**src/rtl/mmap_pkg.sv**
```systemverilog
package mmap_pkg;
    localparam int ADDR_W = 16;
    localparam int NTGT   = 9;

    typedef enum logic [3:0] {
        TGT_BOOT  = 4'd0,
        TGT_CART  = 4'd1,
        TGT_VRAM  = 4'd2,
        TGT_WRAM0 = 4'd3,
        TGT_WRAM1 = 4'd4,
        TGT_OAM   = 4'd5,
        TGT_IO    = 4'd6,
        TGT_HRAM  = 4'd7,
        TGT_IE    = 4'd8,
        TGT_NONE  = 4'd15
    } tgt_e;

    typedef enum logic [1:0] {
        MODE_HBLANK = 2'd0,
        MODE_VBLANK = 2'd1,
        MODE_SEARCH = 2'd2,
        MODE_DRAW   = 2'd3
    } disp_mode_e;

    typedef struct packed {
        tgt_e              tgt;
        logic [ADDR_W-1:0] loc;
        logic              vram;
        logic              oam;
        logic              dead;
        logic              io;
    } region_t;

    typedef struct packed {
        logic boot_en;
    } ctl_t;
endpackage

```
**src/rtl/mmap_region_decode.sv**
```systemverilog
module mmap_region_decode
    import mmap_pkg::*;
(
    input  logic [ADDR_W-1:0] addr,
    input  logic              boot_en,
    input  logic              is_wr,
    output region_t           region
);
    localparam logic [ADDR_W-1:0] MIRROR_MASK = 16'h1FFF;
    localparam logic [ADDR_W-1:0] WRAM_BASE   = 16'hC000;

    logic [ADDR_W-1:0] mirrored;

    always_comb begin
        mirrored = WRAM_BASE | (addr & MIRROR_MASK);
        region   = '{tgt: TGT_NONE, loc: addr, vram: 1'b0, oam: 1'b0, dead: 1'b0, io: 1'b0};
        if (!addr[15]) begin
            region.tgt = (boot_en && !is_wr && addr[15:8] == 8'h00) ? TGT_BOOT : TGT_CART;
        end else if (addr[15:13] == 3'b100) begin
            region.tgt  = TGT_VRAM;
            region.vram = 1'b1;
        end else if (addr[15:13] == 3'b101) begin
            region.tgt = TGT_CART;
        end else if (addr[15:12] == 4'hC) begin
            region.tgt = TGT_WRAM0;
        end else if (addr[15:12] == 4'hD) begin
            region.tgt = TGT_WRAM1;
        end else if (addr < 16'hFE00) begin
            region.loc = mirrored;
            region.tgt = mirrored[12] ? TGT_WRAM1 : TGT_WRAM0;
        end else if (addr < 16'hFEA0) begin
            region.tgt = TGT_OAM;
            region.oam = 1'b1;
        end else if (addr[15:8] == 8'hFE) begin
            region.dead = 1'b1;
        end else if (!addr[7]) begin
            region.tgt = TGT_IO;
            region.io  = 1'b1;
        end else if (addr[7:0] != 8'hFF) begin
            region.tgt = TGT_HRAM;
        end else begin
            region.tgt = TGT_IE;
        end
    end
endmodule

```
**src/rtl/mmap_access_gate.sv**
```systemverilog
module mmap_access_gate
    import mmap_pkg::*;
#(
    parameter int DATA_W = 8
) (
    input  region_t           region,
    input  disp_mode_e        mode,
    input  logic              io_impl,
    output logic              allowed,
    output logic [DATA_W-1:0] fill
);
    logic blanking;

    always_comb begin
        blanking = (mode == MODE_HBLANK) || (mode == MODE_VBLANK);
        allowed  = (region.tgt != TGT_NONE);
        fill     = '1;
        if (region.vram && mode == MODE_DRAW) allowed = 1'b0;
        if (region.oam && !blanking)          allowed = 1'b0;
        if (region.io && !io_impl)            allowed = 1'b0;
        if (region.dead) begin
            allowed = 1'b0;
            fill    = blanking ? '0 : '1;
        end
    end
endmodule

```
**src/rtl/mmap_decoder.sv**
```systemverilog
module mmap_decoder
    import mmap_pkg::*;
#(
    parameter int           DATA_W       = 8,
    parameter logic [127:0] IO_IMPL_MASK = 128'h0000_0000_0000_0FFF_FFFF_007F_7FDF_80F7
) (
    input  logic              clk,
    input  logic              rst_n,
    input  logic [15:0]       cpu_addr,
    input  logic              cpu_rd,
    input  logic              cpu_wr,
    input  logic [DATA_W-1:0] cpu_wdata,
    input  logic [1:0]        disp_mode,
    input  logic [DATA_W-1:0] boot_rdata,
    input  logic [DATA_W-1:0] cart_rdata,
    input  logic [DATA_W-1:0] vram_rdata,
    input  logic [DATA_W-1:0] wram0_rdata,
    input  logic [DATA_W-1:0] wram1_rdata,
    input  logic [DATA_W-1:0] oam_rdata,
    input  logic [DATA_W-1:0] io_rdata,
    input  logic [DATA_W-1:0] hram_rdata,
    input  logic [DATA_W-1:0] ie_rdata,
    output logic [8:0]        tgt_sel,
    output logic              tgt_we,
    output logic [15:0]       tgt_addr,
    output logic [DATA_W-1:0] tgt_wdata,
    output logic [DATA_W-1:0] cpu_rdata
);
    localparam logic [15:0] BOOT_OFF_ADDR = 16'hFF50;

    ctl_t              ctl_d, ctl_q;
    region_t           region;
    logic              allowed;
    logic [DATA_W-1:0] fill;
    logic [DATA_W-1:0] rd_bus [NTGT];
    logic [DATA_W-1:0] picked;
    logic              access;

    mmap_region_decode u_decode (
        .addr    (cpu_addr),
        .boot_en (ctl_q.boot_en),
        .is_wr   (cpu_wr),
        .region  (region)
    );

    mmap_access_gate #(.DATA_W(DATA_W)) u_gate (
        .region  (region),
        .mode    (disp_mode_e'(disp_mode)),
        .io_impl (IO_IMPL_MASK[cpu_addr[6:0]]),
        .allowed (allowed),
        .fill    (fill)
    );

    assign access = cpu_rd | cpu_wr;

    genvar g;
    generate
        for (g = 0; g < NTGT; g++) begin : g_sel
            assign tgt_sel[g] = access && allowed && (region.tgt == tgt_e'(g));
        end
    endgenerate

    assign rd_bus[TGT_BOOT]  = boot_rdata;
    assign rd_bus[TGT_CART]  = cart_rdata;
    assign rd_bus[TGT_VRAM]  = vram_rdata;
    assign rd_bus[TGT_WRAM0] = wram0_rdata;
    assign rd_bus[TGT_WRAM1] = wram1_rdata;
    assign rd_bus[TGT_OAM]   = oam_rdata;
    assign rd_bus[TGT_IO]    = io_rdata;
    assign rd_bus[TGT_HRAM]  = hram_rdata;
    assign rd_bus[TGT_IE]    = ie_rdata;

    always_comb begin
        picked = fill;
        for (int i = 0; i < NTGT; i++) begin
            if (region.tgt == tgt_e'(i)) picked = rd_bus[i];
        end
    end

    assign cpu_rdata = allowed ? picked : fill;
    assign tgt_we    = cpu_wr && allowed;
    assign tgt_addr  = region.loc;
    assign tgt_wdata = cpu_wdata;

    always_comb begin
        ctl_d = ctl_q;
        if (cpu_wr && cpu_addr == BOOT_OFF_ADDR && cpu_wdata != '0) ctl_d.boot_en = 1'b0;
    end

    always_ff @(posedge clk or negedge rst_n) begin
        if (!rst_n) ctl_q <= '{boot_en: 1'b1};
        else        ctl_q <= ctl_d;
    end
endmodule

```
**config.mk**
```make
export PLATFORM = sky130hd
export DESIGN_NAME = mmap_decoder
export DESIGN_NICKNAME = d
export VERILOG_FILES = /design/src/rtl/mmap_pkg.sv /design/src/rtl/mmap_region_decode.sv /design/src/rtl/mmap_access_gate.sv /design/src/rtl/mmap_decoder.sv
export SDC_FILE = /design/constraint.sdc
export NUM_CORES = 1
export LEC_CHECK = 0
export BUFFER_PORTS_ARGS = -buffer_cell sky130_fd_sc_hd__buf_2
export CAP_MARGIN = 5
export CORE_MARGIN = 3
export CORE_UTILIZATION = 40
export DETAILED_ROUTE_END_ITERATION = 10
export MAX_ROUTING_LAYER = met4
export PLACE_DENSITY = 0.9
export SLEW_MARGIN = 20
export SYNTH_ARGS = -nofsm -noshare
export SYNTH_HDL_FRONTEND = slang
export SYNTH_HIERARCHICAL = 1
export SYNTH_SLANG_ARGS = --single-unit
```
**constraint.sdc**
```tcl
create_clock -name clk -period 12.3 [get_ports clk]
set_clock_uncertainty 0.05 [all_clocks]
set_input_delay 3.69 -clock clk [delete_from_list [all_inputs] [get_ports clk]]
set_output_delay 3.69 -clock clk [all_outputs]
set_load 0.005 [all_outputs]
```
==> results.rst, run 1 <==
.. list-table::
   :header-rows: 1

   * - Metric
     - Value
   * - CP startpoint kind
     - input pin
   * - Wire length of the first global-routing pass
     - 10.1 mm
   * - Largest net degree at the start of global routing
     - roughly 50
   * - Post-DP HPWL
     - between 5 and 6 mm
   * - Final-report setup violation count
     - 0
   * - Synth Cell Area
     - between 1500 and 2000 sq um
   * - Overall global routing resource usage
     - 0.238
   * - Endpoint required time on the critical path
     - around 8.6 ns
   * - Largest register by flop count
     - ctl_q
   * - Synthesized flop and latch total
     - 1
   * - Top flip-flop cell by instance count after synthesis
     - dfstp_2
   * - Count of nets left with antenna violations after detail routing
     - 0
   * - Detailed-route DRC error count
     - 0
   * - Flip-flop count of the largest register, all copies and words added
     - 1
   * - Resized Gates After CTS
     - 0
   * - Final instance area
     - 2250 sq um
   * - Most frequent standard cell in the layout excluding fill and tap cells
     - buf_2
   * - Area overhead of the layout relative to synthesis
     - 28.1%
   * - Worst Path Class, Setup
     - in2out
   * - Initial DRC count
     - 195
   * - Final cell utilization of the core
     - 0.546
   * - Post-route setup slack
     - between 1.5 and 2 ns
   * - First-pass iteration count of the detailed router
     - 6
   * - Final net count
     - around 470
   * - Horizontal extent of the die
     - about 72 microns
   * - Register clock-pin slew on the reported worst setup and hold paths
     - 0 ns
   * - I/O pin total
     - approximately 140
   * - Worst slew margin relative to its limit
     - 0.327
   * - Syn Inst Count
     - approximately 270
   * - RSZ-0062 raised after global routing
     - no
   * - Max frequency
     - 0.0946 GHz
   * - Run status
     - finished clean
   * - Diodes inserted
     - 0
   * - Count of flip-flops with a built-in enable after synthesis
     - 0
   * - Synth area leader
     - buf_4
   * - RePlAce Congestion
     - between 0.9 and 1
   * - Highest-count cells in the layout ignoring fill and taps
     - 143 x buf_2, 25 x nand2_1, 24 x nor2_1, 17 x o21ai_0
   * - Die area
     - about 5200 sq um
   * - Average via count per standard cell
     - 5.88
   * - Worst IR drop on VDD
     - between 0.01 and 0.015 mV
   * - Areal power density over the cells
     - 36.3 nW/um^2
   * - Vias in the first global route
     - about 2200
   * - Post-CTS Setup Inserts
     - 0
   * - Std-Cell Core Area
     - 4120 sq um
   * - Max-cap check violation count
     - 0
   * - Row Count
     - 23
   * - Leak
     - approximately 1.1 nW
   * - Largest driver fanout on the critical path
     - 50
   * - Die Y
     - 72.2 microns
   * - Layout cell share with drive strength beyond 1
     - 0.445
   * - Arrival time at the worst endpoint
     - 6.83 ns
   * - Fraction of the yosys area taken by sequential cells
     - 0.0150
   * - Top flop regs
     - ctl_q (1)
   * - Syn_nets
     - about 370
   * - Number of antenna violations at the first check in global routing
     - 0
   * - Number of input and output port buffers inserted
     - about 140
   * - Max-slew violation total from the final report
     - 0
   * - Routed Wire Length
     - 6.60 mm
   * - Average cell area after synthesis
     - around 6.6 sq um
   * - Slew @ Worst Pin
     - around 1.0 ns
   * - Remaining global-route overflow
     - 0
   * - Wirelength per Cell
     - 15.9 microns
   * - Critical Path Sink Type
     - output port
   * - Minimum clock period
     - 10.57 ns
   * - Ys async rst share
     - 1.00
   * - Starting density of the core
     - 0.426
   * - Hold violation count in the final report
     - 0
   * - Worst slack at placement
     - between 1.5 and 2 ns
   * - Worst min path class
     - reg2reg
   * - Final worst path period share
     - 0.860
   * - Dominant cells by area after synthesis
     - buf_4 14%, mux2i_1 6.3%, nand2_1 5.3%, nor2_1 5.1%, o21ai_0 4.9%
   * - Yosys top cell area share
     - 0.141
   * - Number of buffers inserted by hold repair at cts
     - 0
   * - Clock latency on the worst-skew pair
     - 0 ns
   * - Synth warn
     - 6
   * - Total cell area at the placement stage
     - 2250 sq um
   * - Post-route setup TNS
     - 0 ns
   * - Yosys cell types
     - 57
   * - Overall via count from detail_route
     - roughly 2400
[worst max-delay path, stage by stage]
cell and delay [ns]:
buf_2 0.15, nand4_1 0.13, nor2_1 0.22, o211ai_1 0.11, a221o_2 0.72, and4_1 0.34
a2111oi_4 0.26, buf_4 0.27, nor2b_1 0.43, o221ai_1 0.21, o211a_1 0.17, buf_2 0.12
[cell type report]
| type | count | area, sq um |
|---|---|---|
| fillers | 405 | 1870 |
| multi-input cells | 211 | 1400 |
| repair buffers | 146 | 738 |
| well taps | 50 | 62.6 |
| flip-flops and latches | 1 | 26.3 |
| inverters | 6 | 22.5 |
[kinds of logic after synthesis]
kind of cell    after synthesis  share of synthesized area
simple gates                106                      0.333
compound gates               87                      0.351
buf+inv                      54                      0.195
mux                          17                      0.101
xor+xnor                      1                    0.00499
flops                         1                     0.0150
[stage by stage]
stage	hold WS [ns]	power, W	cells
after global placement	0.424	0.0000792	414
after CTS	0.441	0.0000806	414
after floorplan	0.409	0.0000500	266
after detailed placement	0.441	0.0000802	414
final	0.437	0.0000815	414
after global routing	0.456	0.0000889	414
[path summary, 6_finish.rpt]
| kind | from | to | slack, ns | cells after the start |
|---|---|---|---|---|
| max | cpu_addr[3] | cpu_rdata[1] | 1.73 | 12 |
| min | ctl_q$_DFFE_PN1P_ | ctl_q$_DFFE_PN1P_ | 0.44 | 1 |
| max reg2reg | ctl_q$_DFFE_PN1P_ | ctl_q$_DFFE_PN1P_ | 11.44 | 1 |
| min reg2reg | ctl_q$_DFFE_PN1P_ | ctl_q$_DFFE_PN1P_ | 0.44 | 1 |
| max in group asynchronous | rst_n | ctl_q$_DFFE_PN1P_ | 8.59 | 1 |
| min in group asynchronous | rst_n | ctl_q$_DFFE_PN1P_ | 3.59 | 1 |
[report_power, final]
| group | leakage [nW] | switching (W) | internal, W |
|---|---|---|---|
| Combinational | 1.11 | 0.0000403 | 0.0000379 |
| Sequential | 0.0103 | 0 | 0.00000335 |
| Clock | 0 | 0 | 0 |
| Total | 1.12 | 0.0000403 | 0.0000412 |
[cells in the mapped netlist, types with 5 or more instances]
library cell	n
nand4_1	6
nor2_1	24
mux2i_1	11
o31ai_1	5
nand2b_1	9
inv_1	6
o22ai_1	8
nand2_1	25
nor2b_1	12
buf_2	6
a31oi_1	9
a21oi_1	12
buf_4	33
o21ai_0	17
mux2_2	6
clkbuf_1	8
[per-layer routing]
metal	part of all wire	global-route usage	routed length (microns)
met1	0.40	0.311	2670
met2	0.52	0.416	3420
met3	0.063	0.00554	417
met4	0.014	0.0418	94
met5	0	-	0
(Power assumes the default switching activity.)
==> run 2, diff against run 1 <==
==> constraint.sdc (replaced) <==
create_clock -name clk -period 12.3 [get_ports clk]
set_clock_uncertainty 0.05 [all_clocks]
set_input_delay 2.46 -clock clk [delete_from_list [all_inputs] [get_ports clk]]
set_output_delay 2.46 -clock clk [all_outputs]
set_load 0.005 [all_outputs]
==> run 2 against run 1 <==
Compared with the run above:
- sequential power about the same
- register-to-register slack about the same
- sequential share of layout area about the same
- first-iteration DRC count is 30% higher
- combinational power decreased by 0.5%
- via count fell by 3.0%
- critical path depth unchanged
- critical path type unchanged
- critical endpoint is now cpu_rdata[7]
- largest cell class unchanged
==> results.rst, run 2 (synthesized netlist as in run 1, its figures left out) <==
.. list-table::
   :header-rows: 1

   * - Metric
     - Value
   * - Run status
     - finished clean
   * - Count of nets left with antenna violations after detail routing
     - 0
   * - Max-cap check violation count
     - 0
   * - Finished Layout Cells
     - 413
   * - Largest register by flop count
     - ctl_q
   * - End point of the most critical hold path
     - ctl_q$_DFFE_PN1P_
   * - Worst Hold Path Cells
     - 1
   * - RePlAce Congestion
     - roughly 0.90
   * - RSZ-0062 raised after global routing
     - no
   * - Top flop regs
     - ctl_q (1)
   * - Total cell area at the placement stage
     - ~2200 sq um
   * - Wirelength per Cell
     - 15.5 microns
   * - Worst slack at placement
     - around 4 ns
   * - Hold Crit Start
     - ctl_q$_DFFE_PN1P_
   * - Worst min path class
     - reg2reg
   * - Final net count
     - ~470
   * - Average via count per standard cell
     - about 5.7
   * - Worst reg2reg path depth
     - 1
   * - I/O pin total
     - 144
   * - Flip-flop count of the largest register, all copies and words added
     - 1
   * - Total met2 wirelength after detailed routing
     - between 3 and 4 mm
   * - DR top layer
     - met4
   * - Slew @ Worst Pin
     - 0.987 ns
   * - Largest driver fanout on the critical path
     - 50
   * - Area overhead of the layout relative to synthesis
     - 27.7%
   * - Horizontal extent of the die
     - 72.2 microns
   * - Clock latency on the worst-skew pair
     - 0 ns
   * - Worst Path Class, Setup
     - in2out
   * - Max-slew violation total from the final report
     - 0
   * - Initial DRC count
     - 254
   * - Post-CTS Setup Inserts
     - 0
   * - Post-route setup TNS
     - 0 ns
   * - Final instance area
     - about 2200 sq um
   * - Amount of wire on met3 after detailed routing
     - roughly 450 microns
   * - Overall global routing resource usage
     - 0.234
   * - Endpoint of the lowest-slack register-to-register path
     - ctl_q$_DFFE_PN1P_
   * - Starting density of the core
     - 0.426
   * - CP startpoint kind
     - input pin
   * - Diodes inserted
     - 0
   * - Die area
     - between 5000 and 6000 sq um
   * - CP Launch Point
     - cpu_addr[2]
   * - Number of input and output port buffers inserted
     - approximately 140
   * - Register clock-pin slew on the reported worst setup and hold paths
     - 0 ns
   * - Origin of the critical flop-to-flop path
     - ctl_q$_DFFE_PN1P_
   * - Wire length of the first global-routing pass
     - between 9 and 10 mm
   * - Die Y
     - 72.2 microns
   * - Final hold slack
     - ~0.44 ns
   * - Max frequency
     - around 0.12 GHz
   * - Post-route met1 wirelength
     - 2.60 mm
   * - Arrival time at the worst endpoint
     - 5.94 ns
   * - Row Count
     - 23
   * - Setup slack of the most critical reg-to-reg path
     - between 10 and 15 ns
   * - Resized Gates After CTS
     - 0
   * - First-pass iteration count of the detailed router
     - 7
   * - Routed Wire Length
     - around 6.4 mm
   * - Worst slew margin relative to its limit
     - 0.342
   * - Detailed-route DRC error count
     - 0
   * - Final-report setup violation count
     - 0
   * - Final worst path period share
     - 0.687
   * - Worst IR drop on VDD
     - about 0.015 mV
   * - Areal power density over the cells
     - between 30 and 40 nW/um^2
   * - Layout cell share with drive strength beyond 1
     - 0.444
   * - Hold violation count in the final report
     - 0
   * - Std-Cell Core Area
     - 4120 sq um
   * - Leak
     - ~1.1 nW
   * - Cells after DPL
     - ~410
   * - Endpoint required time on the critical path
     - a little under 10 ns
   * - Number of antenna violations at the first check in global routing
     - 0
   * - Post-route setup slack
     - roughly 3.9 ns
   * - Most frequent standard cell in the layout excluding fill and tap cells
     - buf_2
   * - Largest net degree at the start of global routing
     - between 50 and 60
   * - Critical Path Sink Type
     - output port
   * - Number of buffers inserted by hold repair at cts
     - 0
   * - Vias in the first global route
     - ~2100
   * - Remaining global-route overflow
     - 0
   * - Minimum clock period
     - approximately 8.4 ns
   * - Post-DP HPWL
     - a little over 5 mm
   * - Overall via count from detail_route
     - about 2400
   * - Highest-count cells in the layout ignoring fill and taps
     - 143 x buf_2, 25 x nand2_1, 24 x nor2_1, 17 x o21ai_0
[run 2: area by class of cell]
type                    count  area, sq um
fillers                   406         1880
inverters                   6         22.5
multi-input cells         211         1400
flip-flops and latches      1         26.3
well taps                  50         62.6
repair buffers            145          731
[run 2: report_power, final]
group	total, W	internal (W)	switching [W]
Sequential	0.00000335	0.00000335	0
Combinational	0.0000778	0.0000378	0.0000400
Clock	0	0	0
[run 2: per-stage QoR]
stage / util / total power (W)
after floorplan: - / 0.0000500
after global placement: 0.544 / 0.0000791
after detailed placement: 0.544 / 0.0000799
after CTS: 0.544 / 0.0000803
after global routing: 0.544 / 0.0000892
final: 0.544 / 0.0000812
[run 2: worst max-delay path by stage]
stage	slack, ns	to	cells after the start
2_1_floorplan	5.18	cpu_rdata[3]	10
3_3_place_gp	4.00	cpu_rdata[6]	11
3_5_place_dp	3.98	cpu_rdata[7]	12
4_1_cts	3.98	cpu_rdata[7]	12
5_1_grt	3.54	cpu_rdata[6]	11
6_report	3.85	cpu_rdata[7]	12
[run 2: critical path: stages]
cell and delay [ns]:
buf_2 0.14, nand4_1 0.12, nor2_1 0.21, o211ai_1 0.11, a221o_2 0.71, and4_1 0.33, a2111oi_4 0.82, nand2_1 0.22
a31oi_1 0.19, o22ai_1 0.11, o31ai_1 0.34, buf_2 0.18
[run 2: routing by layer]
metal / vias to the layer above / GRT usage
met5: - / -
met4: 0 / 0.0251
met3: 10 / 0.00693
met2: 108 / 0.405
met1: 1077 / 0.312
li1: 1166 / -
